`src/rtl/dbq_pkg.sv`:
```
package dbq_pkg;

    // Breakpoint privilege selector values.
    typedef enum logic [1:0] {
        PRIV_OFF  = 2'd0,
        PRIV_PROB = 2'd1,
        PRIV_SUP  = 2'd2,
        PRIV_HYP  = 2'd3
    } bp_priv_e;

    // Convert an MSB-0 bit number into an LSB-0 index for a word of width w.
    function automatic int msb0_idx(input int n, input int w);
        return w - 1 - n;
    endfunction

endpackage

```
`src/rtl/dbq_bp_qual.sv`:
```
module dbq_bp_qual
    import dbq_pkg::*;
(
    input  logic [1:0] priv_code,
    input  logic       st_pr,
    input  logic       st_hv,
    output logic       priv_ok
);

    bp_priv_e code;

    always_comb begin
        code = bp_priv_e'(priv_code);
        unique case (code)
            PRIV_PROB: priv_ok = st_pr;
            PRIV_SUP:  priv_ok = !st_pr && !st_hv;
            PRIV_HYP:  priv_ok = !st_pr &&  st_hv;
            default:   priv_ok = 1'b0;
        endcase
    end

endmodule

```
`src/rtl/dbq_wp_qual.sv`:
```
module dbq_wp_qual
    import dbq_pkg::*;
#(
    parameter int CTL_W = 64
) (
    input  logic [CTL_W-1:0] ctl,
    input  logic             st_pr,
    input  logic             st_hv,
    input  logic             st_dr,
    output logic             ctl_ok
);

    localparam int I_XMATCH = msb0_idx(59, CTL_W);
    localparam int I_XIGN   = msb0_idx(60, CTL_W);
    localparam int I_HVEN   = msb0_idx(61, CTL_W);
    localparam int I_SVEN   = msb0_idx(62, CTL_W);
    localparam int I_PREN   = msb0_idx(63, CTL_W);

    logic priv_pass;
    logic xlat_pass;

    always_comb begin
        priv_pass = 1'b1;
        if (st_pr && !ctl[I_PREN]) begin
            priv_pass = 1'b0;
        end
        if (st_hv && !ctl[I_HVEN]) begin
            priv_pass = 1'b0;
        end
        if (!ctl[I_SVEN]) begin
            priv_pass = 1'b0;
        end
        xlat_pass = ctl[I_XIGN] || (ctl[I_XMATCH] == st_dr);
        ctl_ok    = priv_pass && xlat_pass;
    end

endmodule

```
`src/rtl/dbq_debug_qualifier.sv`:
```
module dbq_debug_qualifier
    import dbq_pkg::*;
#(
    parameter int REG_W = 64
) (
    input  logic             clk,
    input  logic             rst_n,
    input  logic             feat_en,
    input  logic             bp_hit,
    input  logic [1:0]       bp_priv,
    input  logic             wp_hit,
    input  logic [REG_W-1:0] wp_ctl,
    input  logic             st_pr,
    input  logic             st_hv,
    input  logic             st_dr,
    output logic             bp_fire,
    output logic             wp_fire,
    output logic [REG_W-1:0] wp_status,
    output logic [REG_W-1:0] bp_err
);

    localparam int I_STS41 = msb0_idx(41, REG_W);
    localparam int I_ERR33 = msb0_idx(33, REG_W);
    localparam int I_ERR43 = msb0_idx(43, REG_W);
    localparam int I_XMATCH = msb0_idx(59, REG_W);
    localparam int I_XIGN   = msb0_idx(60, REG_W);
    localparam logic [REG_W-1:0] STS_PAT = REG_W'(1) << I_STS41;
    localparam logic [REG_W-1:0] ERR_PAT = (REG_W'(1) << I_ERR33) | (REG_W'(1) << I_ERR43);

    typedef struct packed {
        logic             bp_fire;
        logic             wp_fire;
        logic [REG_W-1:0] wp_status;
        logic [REG_W-1:0] bp_err;
    } state_t;

    state_t st_d, st_q;
    logic   bp_ok, wp_ok;

    dbq_bp_qual u_bp (
        .priv_code (bp_priv),
        .st_pr     (st_pr),
        .st_hv     (st_hv),
        .priv_ok   (bp_ok)
    );

    dbq_wp_qual #(.CTL_W(REG_W)) u_wp (
        .ctl    (wp_ctl),
        .st_pr  (st_pr),
        .st_hv  (st_hv),
        .st_dr  (st_dr),
        .ctl_ok (wp_ok)
    );

    always_comb begin
        st_d           = st_q;
        st_d.bp_fire   = feat_en && bp_hit && bp_ok;
        st_d.wp_fire   = feat_en && wp_hit && wp_ok;
        st_d.bp_err    = st_d.bp_fire ? ERR_PAT : '0;
        st_d.wp_status = st_d.wp_fire ? STS_PAT : '0;
    end

    always_ff @(posedge clk) begin
        if (!rst_n) begin
            st_q <= '0;
        end else begin
            st_q <= st_d;
        end
    end

    assign bp_fire   = st_q.bp_fire;
    assign wp_fire   = st_q.wp_fire;
    assign wp_status = st_q.wp_status;
    assign bp_err    = st_q.bp_err;

    // a report needs the enable in the sampled cycle
    a_r1_enable_gate: assert property (@(posedge clk) disable iff (!rst_n)
        (bp_fire || wp_fire) |-> $past(feat_en));

    // a report needs a raw hit one cycle earlier
    a_r11_bp_follows_hit: assert property (@(posedge clk) disable iff (!rst_n)
        bp_fire |-> $past(bp_hit));
    a_r11_wp_follows_hit: assert property (@(posedge clk) disable iff (!rst_n)
        wp_fire |-> $past(wp_hit));

    // code 0 never reports
    a_r5_code_off: assert property (@(posedge clk) disable iff (!rst_n)
        bp_fire |-> ($past(bp_priv) != 2'd0));

    // code 1 reports only in problem state
    a_r2_problem_only: assert property (@(posedge clk) disable iff (!rst_n)
        (bp_fire && $past(bp_priv) == 2'd1) |-> $past(st_pr));

    // translation-checked watchpoint had matching DR
    a_r8_xlat_match: assert property (@(posedge clk) disable iff (!rst_n)
        (wp_fire && !$past(wp_ctl[I_XIGN])) |-> ($past(wp_ctl[I_XMATCH]) == $past(st_dr)));

    // status tracks the watchpoint report
    a_r9_status: assert property (@(posedge clk) disable iff (!rst_n)
        wp_fire ? (wp_status == STS_PAT) : (wp_status == '0));

    // error code tracks the breakpoint report
    a_r10_errcode: assert property (@(posedge clk) disable iff (!rst_n)
        bp_fire ? (bp_err == ERR_PAT) : (bp_err == '0));

endmodule

```
`config.mk`:
```
export PLATFORM = sky130hd
export DESIGN_NAME = dbq_debug_qualifier
export DESIGN_NICKNAME = d
export VERILOG_FILES = /design/src/rtl/dbq_pkg.sv /design/src/rtl/dbq_bp_qual.sv /design/src/rtl/dbq_wp_qual.sv /design/src/rtl/dbq_debug_qualifier.sv
export SDC_FILE = /design/constraint.sdc
export NUM_CORES = 1
export LEC_CHECK = 0
export BUFFER_PORTS_ARGS = -buffer_cell sky130_fd_sc_hd__buf_2
export CAP_MARGIN = 30
export CORE_AREA = 4 4 78 80
export DETAILED_ROUTE_END_ITERATION = 8
export DIE_AREA = 0 0 82 84
export PLACE_DENSITY_LB_ADDON = 0.25
export SLEW_MARGIN = 0
export SYNTH_ARGS = -nofsm -noshare
export SYNTH_HDL_FRONTEND = slang
export SYNTH_SLANG_ARGS = --single-unit
```
`constraint.sdc`:
```
create_clock -name clk -period 0.8 [get_ports clk]
set_clock_uncertainty 0.05 [all_clocks]
set_input_delay 0.08 -clock clk [delete_from_list [all_inputs] [get_ports clk]]
set_output_delay 0.08 -clock clk [all_outputs]
set_load 0.01 [all_outputs]
```
# --- Word level (Yosys, flattened, before mapping) ---
# Cells that the tools add are included.
totals:
  register_bits: 130
  in_bits: 74
  out_inout_bits: 130
op_classes:
  n_eq_ne: 4
  muxes: 6
  reduce_logical: 14
ops:
  columns: ["operator", "n"]
  rows:
  - ["31-bit 2-to-1 mux", 1]
  - ["23-bit 2-to-1 mux", 1]
  - ["1-bit logical AND", 9]
  - ["2-bit equality test (second input constant)", 2]
  - ["1-bit logical NOT", 4]
  - ["1-bit 2-to-1 mux", 3]
  - ["1-bit one-hot mux with 3 select lines", 1]
  - ["2-bit by 1-bit equality test with 1-bit output (second input constant)", 1]
  - ["1-bit equality test", 1]
  - ["1-bit logical OR", 1]

# --- Depth between registers and ports, before layout ---
# Gate-level depths: netlist (run 1).
depth:
  depth_word: 8
  ltp_mapped: 3

# --- Cells and area by module ---
# Synthesis (run 1) repeated with hierarchy kept, for this count alone.
unflattened:
  hier_cells: 141
  hier_area_um2: 1079.8
modules_own_cells:
  columns: ["module", "n_inst", "cells_per_inst", "area_per_inst_um2"]
  rows:
  - ["dbq_debug_qualifier", 1, 133, 1022.2]
  - ["dbq_wp_qual", 1, 4, 32.5]
  - ["dbq_bp_qual", 1, 4, 25.0]

# --- Least setup slack after synthesis (run 1) ---
# Ideal clock, no wire load.
synth_timing:
  path_kind: "flip-flop to output port"
  startpoint: "register st_q (netlist bit bp_err[20])"
  endpoint: "output port bp_err[20]"
  arrival_ns: 0.507
  required_ns: 0.670
  slack_ns: 0.163
  stages_incl_launch_ff: 2
  n_path_buf: 1
  path_cell_list: "dfxtp_1 -> buf_4"
synth_rtl:
  columns: ["item", "line", "text"]
  rows:
  - ["from (decl)", "dbq_debug_qualifier.sv:37", "state_t st_d, st_q;"]
  - ["from (signal assigned)", "dbq_debug_qualifier.sv:67", "st_q <= st_d;"]
  - ["to (decl)", "dbq_debug_qualifier.sv:19", "output logic [REG_W-1:0] bp_err"]
# No word-level cell between the ends.

==> results of run 1 <==
==> stage by stage <==
step                      setup TNS [ns]  instance area, um2
after floorplan                        0                1540
after global placement                 0                 764
after detailed placement               0                 764
after CTS                       -0.00122                 807
after global routing             -0.0483                 807
final                                  0                 807
==> power groups by stage <==
stage	combinational (mW)	sequential [mW]	clock (mW)
finish	0.344	0.104	0.390
global route	0.393	0.104	0.418
CTS	0.328	0.104	0.399
detailed placement	0.326	0.105	0
global placement	0.326	0.105	0
floorplan	0.735	0.106	0
==> synthesized netlist by cell type <==
library cell | n | area share (%)
xnor2_1 | 2 | 1.6
a31oi_1 | 1 | 0.58
and3b_1 | 1 | 0.82
buf_4 | 128 | 89
nand4_1 | 1 | 0.58
inv_1 | 2 | 0.70
o22ai_1 | 1 | 0.58
nor3_1 | 1 | 0.47
nand3_1 | 1 | 0.47
conb_1 | 1 | 0.35
dfxtp_1 | 2 | 3.7
nor2_1 | 2 | 0.70
==> state kept, by name, summed over array words and instances (netlist names) <==
name and count:
bp_err 1, wp_status 1
==> path summary, 6_finish.rpt <==
path	startpoint	to	depth (start not counted)
setup / recovery	bp_err[20]	bp_fire	1
hold / removal	bp_hit	bp_err[20]	3
==> per-layer routing <==
metal  part of all wire [%]  vias to the layer above  wire length (um)  global-route usage, %
met5                      0                        -                 0                      0
met4                   0.73                        0                10                   1.81
met2                     48                       92               655                   4.26
met1                     19                      208               262                   1.99
li1                       -                      218                 -                      -
met3                     32                        2               440                  0.648
==> logic make-up after synthesis <==
logic type / Yosys count
compound gates: 2
xor+xnor: 2
buf+inv: 130
flops: 2
other cells: 1
simple gates: 6
==> final cells by class <==
type	instances	area, um2	area share (%)
multi-input cells	135	532	65.9
well taps	72	90.1	11.2
repair buffers	19	95.1	11.8
clock buffers	3	41.3	5.12
flip-flops and latches	2	41.3	5.12
inverters	2	7.51	0.930
==> run summary, run 1 <==
Synth Area in Compound Gates -> 1.16%
Final period util -> 98.8%
Max Root-Sink Buffers -> 2
layout cells sized above 1 -> 14.3%
DRC Markers -> 0
Comb pwr share -> 41.1%
CTS tree -> built
Final GP Congestion -> 0.495
H-tree depth -> 1
Placed Cells -> 230
Core Util, Final -> 14.9%
Yosys warnings -> 0
P_int -> 0.462 mW
Mapped Cells -> 143
Rows -> 27
Slowest-stage cell, CP -> dfxtp_2
multiplexer area fraction after synthesis -> 0%
CP peak stage delay -> 0.32 ns
Pre-antenna DRT Iters -> 2
Clock Power Share -> 46.5%
final hold slack -> 0.0554 ns
commonest non-fill, non-tap cell in the layout -> conb_1
grt total ovfl -> 0
Ant. Diodes -> 0
CP max FO -> 3
outcome -> completed
min cycle time layout -> 0.790 ns
XOR/XNOR Fraction of Synth Area -> 1.63%
Worst Setup Start Kind -> flip-flop
Area growth syn-to-layout -> -24.9%
max-cap violations -> 0
sequential share of power -> 12.4%
CP top delay family -> flip-flops
WL final -> 1370 um
CTS clk-pin slew, worst paths -> 0.03 ns
Max Transition Viols Final -> 0
clk root buf -> clkbuf_8
Die Y -> 84 um
total power -> 0.838 mW
number of buffers created by CTS -> 3
adder-cell share of the synthesized area -> 0%
largest net degree at the start of global routing -> 4
final number of setup-violating endpoints -> 0
net count reported at finish -> 237
switching share of total power -> 44.9%
final hold vios -> 0
Clock Sinks -> 2
ANT nets after route -> 0
total setup buffers inserted after CTS -> 0
largest family of logic cells by synthesized area -> buffers and inverters
Pwr Density -> 1040 mW/mm2
register area share after synthesis -> 3.73%
fillers -> 651
vias in the first global route -> 324
Fmax -> 1270 MHz
syn_area_per_cell -> 7.52 um2
Initial Utilization -> 19.9%
WP data arrival -> 0.66 ns
post-route insts no fill -> 233
hold_buf cts -> 0
Buf+Inv Stages, Crit Path -> 1
Die Width -> 82 um
gr usage total -> 2.31%
Simple-Gate Fraction of Synth Area -> 3.03%
HPWL after DPL -> 1320 um
dpl ws -> 0.0798 ns
critical-path cell list -> buf_2
Die Footprint -> 0.00689 mm2
distinct cell type count after synthesis -> 12
Final WS setup -> 0.00962 ns
Post-Syn Area -> 0.00107 mm2
PortBufs -> 19
initial antenna violation count -> 0
Avg Vias per Cell -> 2.23
IO Count -> 204
Peak VDD IR -> 0.352 mV
data required time of the worst path -> 0.67 ns
Iteration-0 DRC Markers -> 5
Sw Pwr -> 0.376 mW
wire length per cell -> 5.88 um
Yosys reg bits -> 2
global-route wire length before repair -> 1250 um
DR vias -> 520
Core ar. -> 0.00541 mm2
CTS-repair resized insts -> 1
RSZ-0062 raised after global routing -> true
Hold Path Class -> in2reg
Leak -> 0.555 nW
most frequent cells in the layout -> conb_1, buf_2, clkbuf_8
type of the worst setup path -> reg2out
Critical Path End Type -> output port
Note: power is estimated with default switching activity, not from simulation.
==> inputs of run 2 (changes only) <==
Settings changed: ABC_AREA set to 1.
==> run 2 against run 1 <==
Effect of this change:
- non-clock buffer count unchanged
- first-iteration DRC count is 40% lower
- area after synthesis is 3.4% higher
==> run summary, run 2 <==
outcome -> completed
critical path depth -> 1
final hold vios -> 0
Critical Path End Type -> output port
final number of setup-violating endpoints -> 0
critical-path cell list -> buf_2
fillers -> 655
max-cap violations -> 0
syn_area_per_cell -> 7.03 um2
Leak -> 0.609 nW
Hold Path Class -> in2reg
grt total ovfl -> 0
PortBufs -> 19
number of buffers created by CTS -> 3
global-route wire length before repair -> 1400 um
Worst Setup Start Kind -> flip-flop
most numerous cell in the Yosys netlist -> buf_4
ANT nets after route -> 0
Fmax -> 1290 MHz
CTS clk-pin slew, worst paths -> 0.03 ns
register area share after synthesis -> 3.60%
Ant. Diodes -> 0
CP max FO -> 3
Hold Crit Depth -> 3
Comb pwr share -> 41.1%
CTS tree -> built
Buf+Inv Stages, Crit Path -> 1
Clock Power Share -> 46.6%
min cycle time layout -> 0.778 ns
Die Width -> 82 um
Slowest-stage cell, CP -> dfxtp_2
DRC Markers -> 0
hold_buf cts -> 0
commonest non-fill, non-tap cell in the layout -> conb_1
RSZ-0062 raised after global routing -> false
wire length per cell -> 5.71 um
Clock Sinks -> 2
WL final -> 1420 um
total setup buffers inserted after CTS -> 0
largest net degree at the start of global routing -> 4
total power -> 0.848 mW
CP top delay family -> flip-flops
Design Area, Final -> 845 um2
initial antenna violation count -> 0
sequential share of power -> 12.3%
Final period util -> 97.2%
Peak VDD IR -> 0.376 mV
FFs w/ async S/R, synth -> 0%
Core ar. -> 0.00541 mm2
Die Footprint -> 0.00689 mm2
ys flop type -> dfxtp_1
Final GP Congestion -> 0.503
setup TNS -> 0 ns
Area growth syn-to-layout -> -24.0%
final hold slack -> 0.0594 ns
WP data arrival -> 0.65 ns
type of the worst setup path -> reg2out
Post-synth EDFFs -> 0
Iteration-0 DRC Markers -> 3
CP peak stage delay -> 0.32 ns
post-synth top area cell -> buf_4
data required time of the worst path -> 0.67 ns
share of the synthesized area in the top cell type -> 86.5%
Avg Vias per Cell -> 2.24
Synth top cells by count -> buf_4, nand2_1, inv_1
Yosys warnings -> 0
vias in the first global route -> 386
Max Root-Sink Buffers -> 2
Placement Cell Area -> 801 um2
gr usage total -> 2.51%
Max Transition Viols Final -> 0
Sw Pwr -> 0.388 mW
most frequent cells in the layout -> conb_1, buf_2, nand2_1, inv_1, nor2_1
distinct cell type count after synthesis -> 8
Mapped Cells -> 158
Initial Utilization -> 20.6%
switching share of total power -> 45.7%
net count reported at finish -> 252
Die Y -> 84 um
Pwr Density -> 1000 mW/mm2
Rows -> 27
P_int -> 0.461 mW
Pre-antenna DRT Iters -> 4
IO Count -> 204
Core Util, Final -> 15.6%
CTS-repair resized insts -> 1
top area cells in the synthesized netlist -> buf_4, dfxtp_1, nand2_1
Yosys reg bits -> 2
layout cells sized above 1 -> 13.6%
HPWL after DPL -> 1340 um
H-tree depth -> 1
DR vias -> 555
Post-Syn Area -> 0.00111 mm2
clk root buf -> clkbuf_8
run 2: cell count changes after synthesis, sizes merged:
cell and delta:
nor2 +2, and3b -1, inv +7, a31oi -1
o22ai -1, nand3 +1, xnor2 -2, nand2 +10
a21oi +2, nand4 -1, nor3 -1
run 2: power by group through the flow:
stage / Sequential (mW) / Clock (mW) / Combinational (mW)
2_1_floorplan: 0.106 / 0 / 0.740
3_3_place_gp: 0.105 / 0 / 0.329
3_5_place_dp: 0.105 / 0 / 0.330
4_1_cts: 0.104 / 0.408 / 0.331
5_1_grt: 0.104 / 0.409 / 0.399
6_report: 0.104 / 0.395 / 0.349
run 2: path summary, 6_finish.rpt:
kind,startpoint,endpoint
worst max-delay path,bp_err[20],bp_err[30]
worst min-delay path,wp_ctl[3],wp_status[22]
run 2: layout make-up:
cell class	instances	area [um2]	share of cell area (%)
clock buffers	3	41.3	4.89
inverters	9	33.8	4.00
multi-input cells	143	542	64.1
flip-flops and latches	2	42.5	5.04
well taps	72	90.1	10.7
repair buffers	19	95.1	11.3
run 2: kinds of logic after synthesis:
family / after synthesis / synth area share, %
simple gates: 16 / 5.63
flops: 2 / 3.60
other cells: 1 / 0.338
compound gates: 2 / 0.901
buf+inv: 137 / 89.5
run 2: metrics by stage:
step | instances | setup WS, ns
after floorplan | 282 | 0.163
after global placement | 245 | 0.155
after detailed placement | 245 | 0.150
after CTS | 248 | 0.000276
after global routing | 248 | 0.00456
final | 248 | 0.0223
run 2: routing by layer:
layer | vias up | global-route usage (%) | routed length [um]
li1 | 251 | - | -
met1 | 215 | 2.18 | 337
met2 | 87 | 4.41 | 635
met3 | 2 | 0.756 | 429
met4 | 0 | 2.27 | 13
met5 | - | 0 | 0
==> inputs of run 3 (changes only) <==
Settings changed: GPL_TIMING_DRIVEN set to 0.
==> run 3 against run 2 <==
Effect of this change:
- the flow now finishes with violations (setup timing)
- fmax fell by 11%
- power grew 56%
- sequential share of layout area fell by 2.7 points
- largest power group is now combinational logic
==> run summary, run 3 (synthesis results as in run 2) <==
setup TNS -> -0.147 ns
CP Capture Point -> bp_err[30]
net count reported at finish -> 379
Die Y -> 84 um
Die Width -> 82 um
DRC Markers -> 0
final hold vios -> 0
outcome -> finished, violations left
Avg Vias per Cell -> 2.29
CP max FO -> 3
origin of the worst setup path -> bp_err[20]
final number of setup-violating endpoints -> 3
H-tree depth -> 1
Hold Path Class -> in2reg
Clock Sinks -> 2
Critical Path End Type -> output port
initial antenna violation count -> 0
WL final -> 2070 um
layout cells sized above 1 -> 49.8%
CTS clk-pin slew, worst paths -> 0.03 ns
Slowest-stage cell, CP -> dfxtp_2
RSZ-0062 raised after global routing -> true
Worst Setup Start Kind -> flip-flop
CP top delay family -> flip-flops
most frequent cells in the layout -> buf_4, conb_1, buf_2, nand2_1, inv_1
Final period util -> 109%
largest net degree at the start of global routing -> 4
dpl ws -> 0.116 ns
PortBufs -> 19
Peak VDD IR -> 0.374 mV
HPWL after DPL -> 2080 um
Fmax -> 1150 MHz
WP data arrival -> 0.74 ns
Final WS setup -> -0.0707 ns
number of buffers created by CTS -> 3
Core ar. -> 0.00541 mm2
critical path depth -> 2
wire length per cell -> 5.53 um
Die Footprint -> 0.00689 mm2
Rows -> 27
Initial Utilization -> 20.6%
max-cap violations -> 0
violated checks -> setup timing
global-route wire length before repair -> 2730 um
critical-path cell list -> buf_6 -> buf_6
Max Root-Sink Buffers -> 2
total setup buffers inserted after CTS -> 0
Pre-antenna DRT Iters -> 2
Placed Cells -> 373
Iteration-0 DRC Markers -> 4
Final GP Congestion -> 0.648
Ant. Diodes -> 0
IO Count -> 204
Buf+Inv Stages, Crit Path -> 2
ANT nets after route -> 0
clk root buf -> clkbuf_8
min cycle time layout -> 0.871 ns
Max Transition Viols Final -> 0
CP peak stage delay -> 0.32 ns
DR vias -> 857
Area growth syn-to-layout -> 64.8%
post-route insts no fill -> 375
grt total ovfl -> 0
vias in the first global route -> 691
data required time of the worst path -> 0.67 ns
type of the worst setup path -> reg2out
Leak -> 1.31 nW
CTS tree -> built
gr usage total -> 4.91%
Pwr Density -> 725 mW/mm2
total power -> 1.33 mW
CP dominant cell by count -> buf_6
## run 3: cell count changes in the layout (fill, tap and decap cells not counted)
cell,delta
buf_2,-4
buf_4,+125
buf_6,+6
## run 3: layer usage
layer | wire length [um] | global-route usage [%]
met5 | 0 | 0
met4 | 14 | 2.27
met3 | 492 | 2.59
met2 | 949 | 8.89
met1 | 617 | 4.30
## run 3: timing repair
| item | in CTS | in global routing |
|---|---|---|
| hold buffers | 0 | 0 |
| gates resized for setup | 8 | 0 |
| setup endpoints to repair | 5 | 5 |
## run 3: worst min-delay path by stage
| stage | start | endpoint | slack (ns) | depth (start not counted) |
|---|---|---|---|---|
| after floorplan | wp_ctl[3] | wp_status[22] | 0.15 | 2 |
| after global placement | wp_ctl[3] | wp_status[22] | 0.28 | 3 |
| after detailed placement | wp_ctl[3] | wp_status[22] | 0.28 | 3 |
| after CTS | wp_ctl[3] | wp_status[22] | 0.06 | 3 |
| after global routing | wp_ctl[3] | wp_status[22] | 0.08 | 3 |
| final | wp_ctl[3] | wp_status[22] | 0.06 | 3 |
## run 3: tightest hold or removal path: stages
cell,delay (ns)
buf_2,0.08
a21oi_1,0.03
nor2_1,0.08
## run 3: layout make-up
type | count | area (um2)
repair buffers | 19 | 120
multi-input cells | 143 | 542
inverters | 9 | 33.8
fillers | 609 | 3570
flip-flops and latches | 2 | 42.5
clock buffers | 3 | 41.3
well taps | 72 | 90.1
plain buffers | 127 | 961
## run 3: metrics by stage
step                hold slack (ns)  area [um2]  util [%]
finish                       0.0559        1830      33.9
global route                 0.0839        1830      33.9
CTS                          0.0632        1830      33.9
detailed placement            0.279        1760      32.6
global placement              0.276        1760      32.6
floorplan                     0.147        1580         -
## run 3: where the power goes
part	internal [mW]	switching, mW
logic	0.442	0.390
clock network	0.318	0.0723
registers	0.103	0.00211
